==> src/rtl/pwr_seq_engine.sv <==
module pwr_seq_engine #(
  parameter int CLK_HZ      = 50_000_000,
  parameter int IDX_W       = 8,
  parameter int OFS_W       = 16,
  parameter int POLL_LIMIT  = 5000,
  parameter int POLL_GAP_US = 10,
  parameter int US_PER_MS   = 1000
) (
  input  logic             clk,
  input  logic             rst_n,
  input  logic             start,
  input  logic [7:0]       cut_id,
  input  logic [7:0]       fab_id,
  input  logic [7:0]       intf_id,
  output logic             tbl_rd,
  output logic [IDX_W-1:0] tbl_addr,
  input  logic [OFS_W+47:0] tbl_data,
  output logic             bus_req,
  output logic             bus_we,
  output logic [OFS_W-1:0] bus_addr,
  output logic [7:0]       bus_wdata,
  input  logic [7:0]       bus_rdata,
  input  logic             bus_ack,
  output logic             busy,
  output logic             done,
  output logic             ok
);

  localparam int ENT_W = OFS_W + 48;
  localparam int DIV   = (CLK_HZ >= 2_000_000) ? CLK_HZ / 1_000_000 : 2;
  localparam int PW    = $clog2(DIV);
  localparam int PCW   = $clog2(POLL_LIMIT + 2) + 1;
  localparam int WW    = 32;

  localparam logic [3:0] C_READ  = 4'd0;
  localparam logic [3:0] C_WRITE = 4'd1;
  localparam logic [3:0] C_POLL  = 4'd2;
  localparam logic [3:0] C_DELAY = 4'd3;
  localparam logic [3:0] C_END   = 4'd4;

  typedef enum logic [2:0] {S_IDLE, S_FETCH, S_LATCH, S_READ, S_WRITE, S_WAIT} st_t;

  st_t              state;
  logic [IDX_W-1:0] idx;
  logic [OFS_W-1:0] ofs_q;
  logic [7:0]       mask_q, val_q, wdata_q;
  logic [3:0]       cmd_q;
  logic [PCW-1:0]   pcnt;
  logic [WW-1:0]    wcnt, wtgt;
  logic             poll_wait, done_q, ok_q;
  logic [PW-1:0]    pre;

  wire [OFS_W-1:0] t_ofs  = tbl_data[ENT_W-1:48];
  wire [7:0]       t_mask = tbl_data[47:40];
  wire [7:0]       t_val  = tbl_data[39:32];
  wire [3:0]       t_cmd  = tbl_data[3:0];
  wire             t_sel  = |(tbl_data[31:24] & cut_id) &&
                            |(tbl_data[23:16] & fab_id) &&
                            |(tbl_data[15:8]  & intf_id);
  wire             unused_base_bits = ^tbl_data[7:4];

  wire us_tick   = (pre == PW'(DIV - 1));
  wire poll_hit  = ((bus_rdata & mask_q) == (val_q & mask_q));
  wire [WW-1:0] dly_us = WW'(t_ofs);
  wire [WW-1:0] dly_ms = WW'(t_ofs) * WW'(US_PER_MS);

  always_ff @(posedge clk or negedge rst_n)
    if (!rst_n) pre <= '0;
    else        pre <= us_tick ? '0 : pre + 1'b1;

  always_ff @(posedge clk or negedge rst_n) begin
    if (!rst_n) begin
      state     <= S_IDLE;
      idx       <= '0;
      ofs_q     <= '0;
      mask_q    <= '0;
      val_q     <= '0;
      cmd_q     <= '0;
      wdata_q   <= '0;
      pcnt      <= '0;
      wcnt      <= '0;
      wtgt      <= '0;
      poll_wait <= 1'b0;
      done_q    <= 1'b0;
      ok_q      <= 1'b0;
    end else begin
      done_q <= 1'b0;
      case (state)
        S_IDLE: if (start) begin
          idx   <= '0;
          pcnt  <= '0;
          ok_q  <= 1'b0;
          state <= S_FETCH;
        end
        S_FETCH: state <= S_LATCH;
        S_LATCH: begin
          ofs_q     <= t_ofs;
          mask_q    <= t_mask;
          val_q     <= t_val;
          cmd_q     <= t_cmd;
          poll_wait <= 1'b0;
          if (!t_sel) begin
            idx   <= idx + 1'b1;
            state <= S_FETCH;
          end else begin
            case (t_cmd)
              C_WRITE, C_POLL: state <= S_READ;
              C_DELAY: begin
                wcnt <= '0;
                wtgt <= (t_val == 8'd0) ? dly_us : dly_ms;
                if (t_ofs == '0) begin
                  idx   <= idx + 1'b1;
                  state <= S_FETCH;
                end else begin
                  state <= S_WAIT;
                end
              end
              C_END: begin
                ok_q   <= 1'b1;
                done_q <= 1'b1;
                state  <= S_IDLE;
              end
              default: begin
                idx   <= idx + 1'b1;
                state <= S_FETCH;
              end
            endcase
          end
        end
        S_READ: if (bus_ack) begin
          if (cmd_q == C_WRITE) begin
            wdata_q <= (bus_rdata & ~mask_q) | (val_q & mask_q);
            state   <= S_WRITE;
          end else if (pcnt > PCW'(POLL_LIMIT)) begin
            ok_q   <= 1'b0;
            done_q <= 1'b1;
            state  <= S_IDLE;
          end else begin
            pcnt <= pcnt + 1'b1;
            if (poll_hit) begin
              idx   <= idx + 1'b1;
              state <= S_FETCH;
            end else begin
              poll_wait <= 1'b1;
              wcnt      <= '0;
              wtgt      <= WW'(POLL_GAP_US);
              state     <= S_WAIT;
            end
          end
        end
        S_WRITE: if (bus_ack) begin
          idx   <= idx + 1'b1;
          state <= S_FETCH;
        end
        S_WAIT: if (us_tick) begin
          if (wcnt + 1'b1 == wtgt) begin
            if (poll_wait) state <= S_READ;
            else begin
              idx   <= idx + 1'b1;
              state <= S_FETCH;
            end
          end else begin
            wcnt <= wcnt + 1'b1;
          end
        end
        default: state <= S_IDLE;
      endcase
    end
  end

  assign tbl_rd    = (state == S_FETCH);
  assign tbl_addr  = idx;
  assign bus_req   = (state == S_READ) || (state == S_WRITE);
  assign bus_we    = (state == S_WRITE);
  assign bus_addr  = ofs_q;
  assign bus_wdata = wdata_q;
  assign busy      = (state != S_IDLE);
  assign done      = done_q;
  assign ok        = ok_q;

  assert_quiet_when_idle_R9: assert property (@(posedge clk) disable iff (!rst_n)
    !busy |-> (!bus_req && !tbl_rd));

  assert_done_single_R8: assert property (@(posedge clk) disable iff (!rst_n)
    done |=> !done);

  assert_ok_rises_at_end_R8: assert property (@(posedge clk) disable iff (!rst_n)
    $rose(ok) |-> (done && !busy));

  assert_merge_keeps_value_R3: assert property (@(posedge clk) disable iff (!rst_n)
    (bus_req && bus_we) |-> ((bus_wdata & mask_q) == (val_q & mask_q)));

  assert_budget_bounded_R6: assert property (@(posedge clk) disable iff (!rst_n)
    pcnt <= PCW'(POLL_LIMIT + 1));

  assert_wait_in_range_R7: assert property (@(posedge clk) disable iff (!rst_n)
    (state == S_WAIT) |-> (wcnt < wtgt));

  assert_ok_holds_R10: assert property (@(posedge clk) disable iff (!rst_n)
    (!busy && !start && !done) |=> $stable(ok));

endmodule

==> config.mk <==
export PLATFORM = sky130hd
export DESIGN_NAME = pwr_seq_engine
export DESIGN_NICKNAME = d
export VERILOG_FILES = /design/src/rtl/pwr_seq_engine.sv
export SDC_FILE = /design/constraint.sdc
export NUM_CORES = 1
export LEC_CHECK = 0
export CORE_MARGIN = 8
export CORE_UTILIZATION = 50
export DETAILED_ROUTE_END_ITERATION = 8
export PLACE_DENSITY = 0.76
export SYNTH_ARGS = -nofsm -noshare
export SYNTH_HDL_FRONTEND = slang
export SYNTH_SLANG_ARGS = --single-unit
export TNS_END_PERCENT = 100
==> constraint.sdc <==
create_clock -name clk -period 3.4 [get_ports clk]
set_input_delay 1.02 -clock clk [delete_from_list [all_inputs] [get_ports clk]]
set_output_delay 1.02 -clock clk [all_outputs]
set_load 0.01 [all_outputs]
# ---- After elaboration in Yosys (flattened, before gate mapping)
# Cells that the tools add are included.
dict set report totals {
  output_inout_bits 38
  register_bits 142
  inputBits 100
}
dict set report classes {
  n_mul 1
  bitwise 8
  reduce_logical 25
  n_addsub 4
  n_eq_ne 30
  muxes 67
  order_cmp 1
}
# cell n
set op_table {}
lappend op_table {{32-bit two-way mux} 14}
lappend op_table {{32-bit one-hot mux with 3 select lines} 1}
lappend op_table {{8-bit two-way mux} 11}
lappend op_table {{32-bit one-hot mux with 2 select lines} 1}
lappend op_table {{14-bit two-way mux} 4}
lappend op_table {{8-bit bitwise AND} 6}
lappend op_table {{8-bit one-hot mux with 5 select lines} 1}
lappend op_table {{32-bit by 1-bit adder with 32-bit output, second input constant} 1}
lappend op_table {{32-bit == test} 1}
lappend op_table {{3-bit two-way mux} 10}
lappend op_table {{14-bit one-hot mux with 2 select lines} 1}
lappend op_table {{26-bit two-way mux} 1}
lappend op_table {{2-bit != test, second input constant} 13}
lappend op_table {{8-bit OR reduction} 3}
lappend op_table {{16-bit by 7-bit multiplier with 23-bit output, second input constant} 1}
lappend op_table {{3-bit one-hot mux with 6 select lines} 1}
lappend op_table {{16-bit logical NOT} 1}
lappend op_table {{8-bit one-hot mux with 2 select lines} 1}
lappend op_table {{1-bit two-way mux} 15}
lappend op_table {{5-bit AND reduction} 3}
lappend op_table {{14-bit by 1-bit adder with 14-bit output, second input constant} 1}
lappend op_table {{14-bit by 13-bit > comparator with 1-bit output, second input constant} 1}
lappend op_table {{7-bit AND reduction} 2}
lappend op_table {{12-bit AND reduction} 1}
lappend op_table {{other kinds (31)} 41}

# ---- Depth between registers and ports, before layout
dict set report depth {
  ltp_word 7
  depth_mapped 18
  depth_no_buf 18
}

# ---- Worst setup path after synthesis
# No wires, ideal clock.
dict set report synth_timing {
  kind {input port to flip-flop}
  from {input port tbl_data[58]}
  to {register wtgt[25]}
  required_time_ns 3.279
  cell_stages 16
  arrival_time_ns 5.080
  path_buffers 0
  setup_time_ns 0.121
  setup_slack_ns -1.801
  cell_sequence {inv_1 > fa_1 > fa_1 > inv_1 > fa_1 > inv_1 > fa_1 > inv_1 > ha_1 > a21o_1 > a211o_1 > or3_1 > o21ai_0 > o21ai_0 > xnor2_1 > a22o_1}
}
dict set report synth_via {
  elab_chain_cells 5
}
# item line
set synth_lines {}
lappend synth_lines {{start: declaration} 17} ;# input logic [OFS_W+47:0] tbl_data,
lappend synth_lines {{16-bit by 7-bit multiplier with 23-bit output} 65} ;# wire [WW-1:0] dly_ms = WW'(t_ofs) * WW'(US_PER_MS);
lappend synth_lines {{26-bit two-way mux} 110} ;# wtgt <= (t_val == 8'd0) ? dly_us : dly_ms;
lappend synth_lines {{32-bit two-way mux} 106} ;# case (t_cmd)
lappend synth_lines {{32-bit two-way mux} 102} ;# if (!t_sel) begin
lappend synth_lines {{32-bit one-hot mux with 2 select lines} 88} ;# case (state)
lappend synth_lines {{end signal: assignment} 110}
lappend synth_lines {{end signal: assignment} 146} ;# wtgt <= WW'(POLL_GAP_US);
lappend synth_lines {{end: declaration} 49} ;# logic [WW-1:0] wcnt, wtgt;
# Every way passes these cells. The select of a mux whose other input is x is not followed.
# A chain may end at the register's enable or synchronous reset.

# ---- Final worst setup path
dict set report layout_timing {
  from {input port tbl_data[51]}
  to {register wtgt[17]}
}
# Same word-level chain as after synthesis.

==> results.cfg <==
[grt]
grt_max_degree = 73
grt_pass1_wl_um = 49300
antenna_found_initial = 0
grt_usage = 0.230
overflow = 0
grt_pass1_vias = 10200

[die]
die_x_um = 161
io_pins = 138
die_area_um2 = 25800
num_rows = 53
initial_utilization = 0.504
die_height_um = 161
core_area_um2 = 20800

[clock_tree]
cts_tree = yes
htree_levels = 4
hold_buffers = 0
cts.sinks = 136
cts_inserted_buffers = 17
clk_pin_slew_worst_paths_ps = 70
clock_latency_ps = 430
clock-root-buffer = clkbuf_16
cts_max_path_buffers = 2

[logic_synthesis]
ys_ff_latch = 136
postSynthCellCount = 1120
synth_area_leaders = dfrtp_1, fa_1, ha_1, inv_1, mux2_2
synth.avg_cell_area_um2 = 9.35
async_reset_ff_frac = 1.00
synth-seq-area-share = 0.325
ys_warn_count = 0
synth_largest_area_cell = dfrtp_1
synth_edf_count = 0
synth.distinct_cells = 79
synth_top_flop_cell = dfrtp_1
syn_area_um2 = 10500
synth.net_count = 1340
synth_top_area_frac = 0.325

[sta]
setup_ws_ps = -1290
max_freq_ghz = 0.213
finalSetupTns_ps = -18280
drv_slew = 0
maxSlewHeadroom = 0.510
tightest_slew_ps = 735
rsz0062_at_grt = yes
hold_viol_final = 0
setup_viol = 18
clock_skew_ps = 13.3
fin_crit_ps = 4690
post-route-period-util = 1.38

[critical_path]
end_kind = flop
crit_top_cell = fa_1
critical_path.slowest_cell = fa_1
cp_max_fo = 4
timing.rr.start = wcnt[12]
cp.arrival_ps = 5010
reg2reg_slack_ps = 130
slowest_delay_ps = 580
crit_chain = buf_8 > clkinvlp_4 > fa_1 > fa_1 > fa_1 > fa_1 > inv_2 > ha_4 > a21o_1 > o32a_1 > nand2_2 > o21ai_4 > o21ai_2 > nor2b_2 > xnor2_1 > a22o_1
crit_type = in -> reg
cp.required_ps = 3720
r2r_end = tbl_addr[6]
cp-startpoint = tbl_data[51]
worstSetupStartpointType = primary input
r2r_cells = 12
cp-endpoint = wtgt[17]

[cells_and_area]
drive_above_1_share = 0.282
layout.nets = 1645
regArea_um2 = 3410
n_antenna_cell = 0
stdcell_count = 1713
n_fill_cell = 1420
multi_input_area_um2 = 7040
area_delta_synth_final_pct = 41.6

[drt]
drt_iter0_drc = 769
drtAntennaViolNets = 0
wl_per_cell_um = 18.3
vias = 9739
drc = 0
drt_pass1_iterations = 7
wirelength_um = 31400
routed_via_density = 5.69

[min_path]
hp-class = reg -> reg

[placed_design]
portBuffers = 133
dp.final_hpwl_um = 22000
gp_congestion = 0.899
placed_cells = 1662

[pwr]
power.density_nw_per_um2 = 869
leakage_nw = 6.69
totalPowerFinal_w = 0.0129
vdd_drop_max_mv = 0.596

[run]
cap_violations = 0

[status]
violations = setup timing
run_status = finished, violations left
-- kinds of logic after synthesis --
family          synth area share
buf+inv                   0.0605
flops                      0.325
compound gates             0.168
simple gates               0.155
xor+xnor                  0.0569
fa+ha+maj                  0.182
mux                       0.0523
-- where the power goes --
group / leakage, nW / switching [W] / internal (W)
clock: 0.318 / 0.000844 / 0.00120
combinational: 4.65 / 0.00401 / 0.00410
sequential: 1.73 / 0.000518 / 0.00219
-- cells in the final DEF (no fill, tap or decap), types with 17 or more instances in the layout --
cell / n
clkdlybuf4s50_1: 117
o21ai_0: 44
and3_1: 17
nor2_1: 100
ha_1: 51
buf_4: 177
a21oi_1: 33
nand2_1: 53
xnor2_1: 28
clkbuf_16: 17
nor3_1: 20
xor2_1: 34
nand4_1: 20
fa_1: 48
nand3_1: 26
o21ai_1: 31
dfrtp_1: 134
mux2_2: 38
inv_1: 100
-- critical path: cells and delay by family --
family,cells,cell delay (ps)
AO/OA/AOI/OAI,5,940
buffers and inverters,3,290
XOR/XNOR,1,110
AND/OR/NAND/NOR,2,350
adder cells (fa/ha/maj),5,2280
-- metrics by stage --
step | hold WS, ps | setup WS (ps) | utilization | instance area, µm²
floorplan | 457 | -1540 | - | 10700
global placement | 477 | -2080 | 0.654 | 13600
detailed placement | 483 | -2200 | 0.654 | 13600
CTS | 492 | -1290 | 0.697 | 14500
global route | 519 | -1410 | 0.714 | 14800
finish | 491 | -1290 | 0.714 | 14800
-- Yosys cell counts, types with 7 or more instances --
cell,instances
nand2_1,55
a22o_1,11
a21oi_1,45
o31ai_1,12
buf_2,11
inv_1,124
o21ai_1,26
xor2_1,35
and2_1,10
mux2_2,38
or3_1,9
a21o_1,12
o21ai_0,62
nor4_1,10
nand4_1,20
nor3_1,21
nor2_1,105
nand3_1,29
nor2b_1,7
xnor2_1,33
mux2i_1,12
dfrtp_1,136
clkbuf_1,28
and3_1,17
ha_1,66
a22oi_1,17
o21a_1,8
fa_1,54
a31oi_1,12
-- cell type report --
cell class	instances	area share
Multi-Input combinational cell	819	0.475
Sequential cell	136	0.230
Clock buffer	17	0.0287
Clock inverter	15	0.0150
Inverter	124	0.0339
Tap cell	275	0.0232
Timing Repair Buffer	327	0.194
-- worst min-delay path by stage --
stage                           end  slack, ps  startpoint  cells past startpoint
after global placement       pre[0]        480      pre[0]                      1
final                        pre[0]        490      pre[0]                      1
after CTS                    pre[0]        490      pre[0]                      1
after floorplan              pre[5]        460      pre[5]                      1
after detailed placement  poll_wait        480   poll_wait                      2
after global routing         pre[0]        520      pre[0]                      1
-- registers in the layout (all words and copies together) (netlist names), 4 cells and up --
signal and cells:
wcnt 32, mask_q 8, val_q 8, bus_addr 16, pcnt 14, cmd_q 4, pre 6, tbl_addr 8
bus_wdata 8, wtgt 26
-- routing by layer --
metal / global-route usage / part of all wire / up-vias
met5: 0 / 0 / -
met4: 0.0728 / 0.023 / 0
met3: 0.0335 / 0.037 / 60
met2: 0.415 / 0.53 / 277
met1: 0.277 / 0.41 / 4850
li1: - / - / 4552
-- timing repair --
item | CTS | global route
setup endpoints to repair | 27 | 60
pin swaps | 56 | 74
resized for setup | 98 | 74
setup buffers | 14 | 8
(Power assumes the default switching activity.)
